<file path="src/rtl/spi_pkg.sv">
package spi_pkg;
  typedef enum logic [1:0] {ST_IDLE, ST_SHIFT, ST_TRAIL} seq_state_e;

  typedef struct packed {
    logic lsb;
    logic cpol;
    logic cpha;
  } spi_mode_t;

  localparam int CTL_GO   = 0;
  localparam int CTL_CPHA = 1;
  localparam int CTL_CPOL = 2;
  localparam int CTL_LSB  = 3;
  localparam int CTL_SEL  = 4;
  localparam int CTL_DONE = 8;
  localparam int CTL_MASK = 9;
endpackage

</file>
<file path="src/rtl/spi_word_bank.sv">
module spi_word_bank #(
  parameter int WORD   = 32,
  parameter int NWORDS = 8,
  localparam int WB = $clog2(WORD),
  localparam int WW = $clog2(NWORDS)
) (
  input  logic            clk,
  input  logic            rst_n,
  input  logic            tx_we,
  input  logic [WW-1:0]   tx_widx,
  input  logic [WORD-1:0] tx_wdata,
  input  logic            rx_we,
  input  logic [WW-1:0]   rx_widx,
  input  logic [WB-1:0]   rx_bidx,
  input  logic            rx_bit,
  input  logic            rd_is_tx,
  input  logic [WW-1:0]   rd_idx,
  output logic [WORD-1:0] rd_data,
  input  logic [WW-1:0]   bit_widx,
  input  logic [WB-1:0]   bit_bidx,
  output logic            bit_val
);
  logic [WORD-1:0] tx_all [NWORDS];
  logic [WORD-1:0] rx_all [NWORDS];

  for (genvar w = 0; w < NWORDS; w++) begin : g_word
    logic [WORD-1:0] tx_w, rx_w;
    always_ff @(posedge clk or negedge rst_n) begin
      if (!rst_n) begin
        tx_w <= '0;
        rx_w <= '0;
      end else begin
        if (tx_we && tx_widx == WW'(w)) tx_w <= tx_wdata;
        if (rx_we && rx_widx == WW'(w)) rx_w[rx_bidx] <= rx_bit;
      end
    end
    assign tx_all[w] = tx_w;
    assign rx_all[w] = rx_w;
  end

  assign rd_data = rd_is_tx ? tx_all[rd_idx] : rx_all[rd_idx];
  assign bit_val = tx_all[bit_widx][bit_bidx];
endmodule

</file>
<file path="src/rtl/spi_half_timer.sv">
module spi_half_timer #(
  parameter int HALF = 2,
  localparam int HCW = (HALF > 1) ? $clog2(HALF) : 1
) (
  input  logic clk,
  input  logic rst_n,
  input  logic clear,
  input  logic run,
  output logic tick
);
  logic [HCW-1:0] hcnt_q;

  assign tick = run && (hcnt_q == HCW'(HALF - 1));

  always_ff @(posedge clk or negedge rst_n) begin
    if (!rst_n)      hcnt_q <= '0;
    else if (clear)  hcnt_q <= '0;
    else if (run)    hcnt_q <= tick ? '0 : hcnt_q + 1'b1;
  end
endmodule

</file>
<file path="src/rtl/spi_frame_seq.sv">
module spi_frame_seq
  import spi_pkg::*;
#(
  parameter int WORD   = 32,
  parameter int NWORDS = 8,
  parameter int NSLV   = 4,
  localparam int WB   = $clog2(WORD),
  localparam int WW   = $clog2(NWORDS),
  localparam int CW   = WW + WB,
  localparam int SELW = (NSLV > 1) ? $clog2(NSLV) : 1
) (
  input  logic            clk,
  input  logic            rst_n,
  input  logic            cfg_we,
  input  logic            go,
  input  spi_mode_t       mode,
  input  logic [SELW-1:0] sel,
  input  logic [CW-1:0]   tlen,
  input  logic            tick,
  input  logic            miso,
  input  logic            tx_bit,
  output logic [WW-1:0]   tx_widx,
  output logic [WB-1:0]   tx_bidx,
  output logic            rx_we,
  output logic [WW-1:0]   rx_widx,
  output logic [WB-1:0]   rx_bidx,
  output logic            rx_bit,
  output logic            busy,
  output logic            done,
  output logic            sclk,
  output logic            mosi,
  output logic [NSLV-1:0] cs_n
);
  seq_state_e      state_q;
  logic [CW-1:0]   cur_q, c_next, c_init, rd_c;
  logic [CW:0]     ecnt_q;
  logic            sclk_q, mosi_q, done_q;
  logic [NSLV-1:0] cs_q;
  logic            lead, last;
  logic [WW-1:0]   top;

  assign top    = tlen[CW-1:WB];
  assign lead   = ~ecnt_q[0];
  assign last   = (ecnt_q == {tlen, 1'b1});
  assign c_init = mode.lsb ? '0 : tlen;
  assign c_next = mode.lsb ? cur_q + 1'b1 : cur_q - 1'b1;

  always_comb begin
    if (state_q == ST_IDLE)  rd_c = c_init;
    else if (!mode.cpha)     rd_c = c_next;
    else                     rd_c = cur_q;
  end

  assign tx_widx = top - rd_c[CW-1:WB];
  assign tx_bidx = rd_c[WB-1:0];

  assign rx_we   = (state_q == ST_SHIFT) && tick && (lead ^ mode.cpha);
  assign rx_widx = top - cur_q[CW-1:WB];
  assign rx_bidx = cur_q[WB-1:0];
  assign rx_bit  = miso;

  always_ff @(posedge clk or negedge rst_n) begin
    if (!rst_n) begin
      state_q <= ST_IDLE;
      cur_q   <= '0;
      ecnt_q  <= '0;
      sclk_q  <= 1'b0;
      mosi_q  <= 1'b0;
      done_q  <= 1'b0;
      cs_q    <= '1;
    end else begin
      case (state_q)
        ST_IDLE: begin
          if (cfg_we) sclk_q <= mode.cpol;
          if (go) begin
            state_q <= ST_SHIFT;
            cur_q   <= c_init;
            ecnt_q  <= '0;
            mosi_q  <= tx_bit;
            done_q  <= 1'b0;
            cs_q    <= ~(NSLV'(1) << sel);
          end
        end
        ST_SHIFT: begin
          if (tick) begin
            sclk_q <= ~sclk_q;
            ecnt_q <= ecnt_q + 1'b1;
            if (lead) begin
              if (mode.cpha) mosi_q <= tx_bit;
            end else begin
              cur_q <= c_next;
              if (!mode.cpha && !last) mosi_q <= tx_bit;
            end
            if (last) state_q <= ST_TRAIL;
          end
        end
        default: begin
          if (tick) begin
            cs_q    <= '1;
            done_q  <= 1'b1;
            state_q <= ST_IDLE;
          end
        end
      endcase
    end
  end

  assign busy = (state_q != ST_IDLE);
  assign done = done_q;
  assign sclk = sclk_q;
  assign mosi = mosi_q;
  assign cs_n = cs_q;
endmodule

</file>
<file path="src/rtl/spi_reg_master.sv">
module spi_reg_master
  import spi_pkg::*;
#(
  parameter int DIV    = 4,
  parameter int NWORDS = 8,
  parameter int WORD   = 32,
  parameter int NSLV   = 4,
  localparam int AW = $clog2(NWORDS * 8 + 8)
) (
  input  logic            clk,
  input  logic            rst_n,
  input  logic            bus_sel,
  input  logic            bus_we,
  input  logic [AW-1:0]   bus_addr,
  input  logic [WORD-1:0] bus_wdata,
  output logic [WORD-1:0] bus_rdata,
  output logic            sclk,
  output logic            mosi,
  input  logic            miso,
  output logic [NSLV-1:0] cs_n,
  output logic            irq
);
  localparam int HALF = DIV / 2;
  localparam int WB   = $clog2(WORD);
  localparam int WW   = $clog2(NWORDS);
  localparam int CW   = WW + WB;
  localparam int SELW = (NSLV > 1) ? $clog2(NSLV) : 1;
  localparam int IXW  = AW - 2;

  logic [IXW-1:0] widx;
  logic is_rx, is_tx, is_ctl, is_len;
  logic ctl_wr_raw, cfg_we, go;
  logic busy_w, done_w, tick;

  spi_mode_t       mode_q, mode_eff;
  logic [SELW-1:0] sel_q, sel_eff;
  logic            mask_q;
  logic [CW-1:0]   tlen_q;

  logic [WORD-1:0] bank_word;
  logic [WW-1:0]   tx_widx, rx_widx;
  logic [WB-1:0]   tx_bidx, rx_bidx;
  logic            tx_bit, rx_we, rx_bit;

  assign widx   = bus_addr[AW-1:2];
  assign is_rx  = widx < IXW'(NWORDS);
  assign is_tx  = (widx >= IXW'(NWORDS)) && (widx < IXW'(2 * NWORDS));
  assign is_ctl = widx == IXW'(2 * NWORDS);
  assign is_len = widx == IXW'(2 * NWORDS + 1);

  assign ctl_wr_raw = bus_sel && bus_we && is_ctl;
  assign cfg_we     = ctl_wr_raw && !busy_w;
  assign go         = cfg_we && bus_wdata[CTL_GO];

  always_comb begin
    mode_eff = mode_q;
    sel_eff  = sel_q;
    if (cfg_we) begin
      mode_eff.lsb  = bus_wdata[CTL_LSB];
      mode_eff.cpol = bus_wdata[CTL_CPOL];
      mode_eff.cpha = bus_wdata[CTL_CPHA];
      sel_eff       = bus_wdata[CTL_SEL +: SELW];
    end
  end

  always_ff @(posedge clk or negedge rst_n) begin
    if (!rst_n) begin
      mode_q <= '0;
      sel_q  <= '0;
      mask_q <= 1'b0;
      tlen_q <= '0;
    end else begin
      if (cfg_we) begin
        mode_q <= mode_eff;
        sel_q  <= sel_eff;
        mask_q <= bus_wdata[CTL_MASK];
      end
      if (bus_sel && bus_we && is_len && !busy_w) tlen_q <= bus_wdata[CW-1:0];
    end
  end

  spi_word_bank #(.WORD(WORD), .NWORDS(NWORDS)) u_bank (
    .clk      (clk),
    .rst_n    (rst_n),
    .tx_we    (bus_sel && bus_we && is_tx),
    .tx_widx  (widx[WW-1:0]),
    .tx_wdata (bus_wdata),
    .rx_we    (rx_we),
    .rx_widx  (rx_widx),
    .rx_bidx  (rx_bidx),
    .rx_bit   (rx_bit),
    .rd_is_tx (is_tx),
    .rd_idx   (widx[WW-1:0]),
    .rd_data  (bank_word),
    .bit_widx (tx_widx),
    .bit_bidx (tx_bidx),
    .bit_val  (tx_bit)
  );

  spi_half_timer #(.HALF(HALF)) u_timer (
    .clk   (clk),
    .rst_n (rst_n),
    .clear (go),
    .run   (busy_w),
    .tick  (tick)
  );

  spi_frame_seq #(.WORD(WORD), .NWORDS(NWORDS), .NSLV(NSLV)) u_seq (
    .clk     (clk),
    .rst_n   (rst_n),
    .cfg_we  (cfg_we),
    .go      (go),
    .mode    (mode_eff),
    .sel     (sel_eff),
    .tlen    (tlen_q),
    .tick    (tick),
    .miso    (miso),
    .tx_bit  (tx_bit),
    .tx_widx (tx_widx),
    .tx_bidx (tx_bidx),
    .rx_we   (rx_we),
    .rx_widx (rx_widx),
    .rx_bidx (rx_bidx),
    .rx_bit  (rx_bit),
    .busy    (busy_w),
    .done    (done_w),
    .sclk    (sclk),
    .mosi    (mosi),
    .cs_n    (cs_n)
  );

  always_comb begin
    bus_rdata = '0;
    if (is_rx || is_tx) begin
      bus_rdata = bank_word;
    end else if (is_ctl) begin
      bus_rdata[CTL_GO]           = busy_w;
      bus_rdata[CTL_CPHA]         = mode_q.cpha;
      bus_rdata[CTL_CPOL]         = mode_q.cpol;
      bus_rdata[CTL_LSB]          = mode_q.lsb;
      bus_rdata[CTL_SEL +: SELW]  = sel_q;
      bus_rdata[CTL_DONE]         = done_w;
      bus_rdata[CTL_MASK]         = mask_q;
    end else if (is_len) begin
      bus_rdata[CW-1:0] = tlen_q;
    end
  end

  assign irq = done_w && !mask_q;
endmodule

</file>
<file path="config.mk">
export PLATFORM = sky130hd
export DESIGN_NAME = spi_reg_master
export DESIGN_NICKNAME = d
export VERILOG_FILES = /design/src/rtl/spi_pkg.sv /design/src/rtl/spi_word_bank.sv /design/src/rtl/spi_half_timer.sv /design/src/rtl/spi_frame_seq.sv /design/src/rtl/spi_reg_master.sv
export SDC_FILE = /design/constraint.sdc
export NUM_CORES = 1
export LEC_CHECK = 0
export CAP_MARGIN = 20
export CELL_PAD_IN_SITES_DETAIL_PLACEMENT = 1
export CELL_PAD_IN_SITES_GLOBAL_PLACEMENT = 1
export CORE_UTILIZATION = 47
export DETAILED_ROUTE_END_ITERATION = 10
export PLACE_DENSITY_LB_ADDON = 0.05
export SLEW_MARGIN = 25
export SYNTH_ARGS = -nofsm -noshare
export SYNTH_HDL_FRONTEND = slang
export SYNTH_SLANG_ARGS = --single-unit
</file>
<file path="constraint.sdc">
create_clock -name clk -period 6.3 [get_ports clk]
set_input_delay 0.63 -clock clk [delete_from_list [all_inputs] [get_ports clk]]
set_output_delay 0.63 -clock clk [all_outputs]
set_load 0.01 [all_outputs]
</file>
==> results.ini <==
[worst_setup_path]
crit_start = u_seq.state_q[0]
end_kind = register
path_max_fanout = 6
cp_data_required_time_ns = 6.79
r2r_setup_slack_ns = 0.05
crit_type = reg2reg
startpoint_type = register
cp_data_arrival_time_ns = 6.74
reg2reg_from = u_seq.state_q[0]

[timing]
rsz0062_at_grt = true
fmax_mhz = 160
finalSetupViolations = 0
slew_viol_final = 0
hold_viol_final = 0
maxSlewHeadroom = 0.305
fin_crit_sh = 0.993
fin_worst_skew_ns = 0.0207
hold_slack_ns = 0.501
period_minus_slack_ns = 6.25
worstMarginPinSlew_ns = 1.03

[synthesis]
ys_ff_latch = 553
synth_commonest_cells = 549 x dfrtp_1, 524 x mux2_2, 224 x mux4_2, 193 x nand2_1, 183 x nor2_1
synth_fp_nets = 2213
yosys.area.top_type = dfrtp_1
yosysWarnings = 0
async_flop_share = 1.00
ys_top_cells_by_area = dfrtp_1 47%, mux2_2 20%, mux4_2 17%
synth.avg_cell_area_um2 = 13.5
synth-edff-count = 0
yosysMostFrequentCell = dfrtp_1
synth_area_mm2 = 0.0291
ys_seq_area_frac = 0.476
synthFlopType = dfrtp_1
syn_inst = 2163
synth.distinct_cells = 70
yosysTopAreaCellShare = 0.472

[clock_network]
clkLatencyLatePin_ns = 0.61
numCtsBuffers = 66
clk_pin_slew_worst_paths_ns = 0.06
htreeDepth = 3
cts_tree = built
clock-sinks = 553
root_buffer = clkbuf_16
cts.path.max_buffers = 3

[placement]
place.gp.congestion = 0.859
dp_hpwl_um = 57300
post_dp_cell_area_mm2 = 0.0310
port_buffers = 80

[route]
first_pass_iters = 5
drc = 0
vias_per_cell = 6.31
drtIter0Drc = 1354
wl_per_cell_um = 29.2
drt-total-wl_um = 89700
routed-via-count = 19400
antenna_left = 0

[grt]
grt_max_degree = 149
grt_pass1_vias = 20900
antenna_found_initial = 5
grt_pass1_wl_um = 137000
grt_use_total = 0.293
grt.overflow.total = 0

[min_path]
hp-class = reg2reg
hold_start = u_bank.g_word[6].rx_w[12]

[layout]
drive_above_1_share = 0.442
finalInstanceArea_mm2 = 0.0334
nNetsFinal = 2285
area_delta_synth_final_pct = 14.7

[floorplan]
dieArea_mm2 = 0.0629
die_x_um = 251
start_util = 0.479
die-height_um = 251
fp-row-count = 90
design.core.area_mm2 = 0.0608
ioPinCount = 83

[run]
cap_viol_max_count = 0

[pwr]
cellLeakagePower_nw = 14.8
ir_drop_mv = 0.217
power_density_mw_per_mm2 = 303
fin_total_pwr_mw = 10.1

[status]
status = complete, no violations

-- kinds of logic (layout without fill, tap and decap cells) --
logic type,after synthesis,after routing,share of synthesized area
muxes,770,770,0.384
xor gates and xnor gates,24,24,0.00722
adders and majority gates,6,6,0.00310
and+or+nand+nor,499,499,0.0770
AOI/OAI and AO/OA,115,115,0.0267
other,0,1,0
buffers and inverters,196,321,0.0266
DFF,553,553,0.476
-- final timing paths --
check,endpoint,cells after the start
min,u_bank.g_word[6].rx_w[12],1
max in group asynchronous,u_bank.g_word[3].rx_w[17],3
max,u_seq.mosi,23
max reg2reg,u_seq.mosi,23
min reg2reg,u_bank.g_word[6].rx_w[12],1
min in group asynchronous,u_seq.cur_q[6],2
-- state kept, by name, summed over array words and instances (netlist names) --
register / cells
u_seq.cs_n: 4
u_timer.hcnt_q: 1
mask_q: 1
u_seq.done: 1
u_seq.sclk: 1
u_seq.cur_q: 8
u_bank.g_word.tx_w: 256
mode_q: 3
tlen_q: 8
u_bank.g_word.rx_w: 256
sel_q: 2
u_seq.ecnt_q: 9
u_seq.state_q: 2
u_seq.mosi: 1
-- cell type report --
type	instances	area, um^2
fill	5897	27400
multi-input combinational	1414	14600
sequential	553	13800
clock buffer	98	1980
timing repair buffer	174	1610
tap	782	978
clock inverter	23	234
inverter	26	97.6
antenna	1	2.50
-- metrics by stage --
stage / utilization / std cells / TNS (ns) / setup slack [ns]
5_1_grt: 0.549 / 3070 / -0.103 / -0.103
2_1_floorplan: - / 2163 / 0 / 0.0144
3_5_place_dp: 0.510 / 2942 / -0.593 / -0.593
3_3_place_gp: 0.509 / 2941 / -0.505 / -0.505
4_1_cts: 0.547 / 3064 / 0 / 0.00530
6_report: 0.549 / 3071 / 0 / 0.0468
-- cell usage in the layout (no fill, tap or decap), types with 7 or more instances in the layout --
| cell | netlist | routed |
|---|---|---|
| clkinv_2 | 0 | 13 |
| nor2b_1 | 27 | 27 |
| clkbuf_8 | 0 | 17 |
| a22oi_1 | 7 | 7 |
| and3_1 | 9 | 7 |
| nand2_1 | 193 | 191 |
| xnor2_1 | 8 | 7 |
| mux2_2 | 524 | 524 |
| a21oi_1 | 19 | 19 |
| clkbuf_1 | 122 | 13 |
| inv_1 | 24 | 24 |
| nor3_1 | 13 | 11 |
| mux2i_1 | 20 | 20 |
| clkdlybuf4s50_1 | 0 | 71 |
| nand3_1 | 19 | 17 |
| dfrtp_1 | 549 | 549 |
| buf_4 | 1 | 84 |
| mux4_2 | 224 | 224 |
| clkbuf_16 | 0 | 68 |
| o21ai_0 | 36 | 35 |
| nand3b_1 | 8 | 8 |
| xor2_1 | 16 | 16 |
| nor2_1 | 183 | 181 |
-- power breakdown --
group / internal, mW / switching (mW)
Sequential: 3.83 / 0.275
Combinational: 1.03 / 1.10
Clock: 2.32 / 1.57
Total: 7.17 / 2.94
-- layer usage --
layer	wire length (um)	vias up	global-route usage
li1	-	8123	-
met1	40900	10600	0.428
met2	42300	506	0.458
met3	4410	133	0.0463
met4	2030	2	0.0763
met5	9	-	0
-- worst max-delay path: stages (launching register included) --
cell	delay (ns)
dfrtp_1	0.40
nor4bb_4	0.34
buf_4	0.20
a31oi_4	0.10
nor2_2	0.19
inv_2	0.07
xnor2_2	0.13
ha_2	0.20
or4_4	0.42
o32a_1	0.38
nor2_2	0.13
xnor2_1	0.08
nor2_1	0.14
a31oi_2	0.06
fa_4	0.93
buf_12	0.15
mux4_2	0.49
or3_4	0.40
a211oi_2	0.23
a21oi_1	0.07
o2111ai_1	0.12
a221oi_2	0.06
or4_4	0.54
a211o_1	0.31
-- repair_timing --
item,CTS,global route
hold endpoints to repair,51,0
gates resized for setup,0,17
setup buffers,0,6
endpoints found under the setup margin,0,1
hold buffers,1,0
No activity file was read; power rests on OpenSTA's default activity.
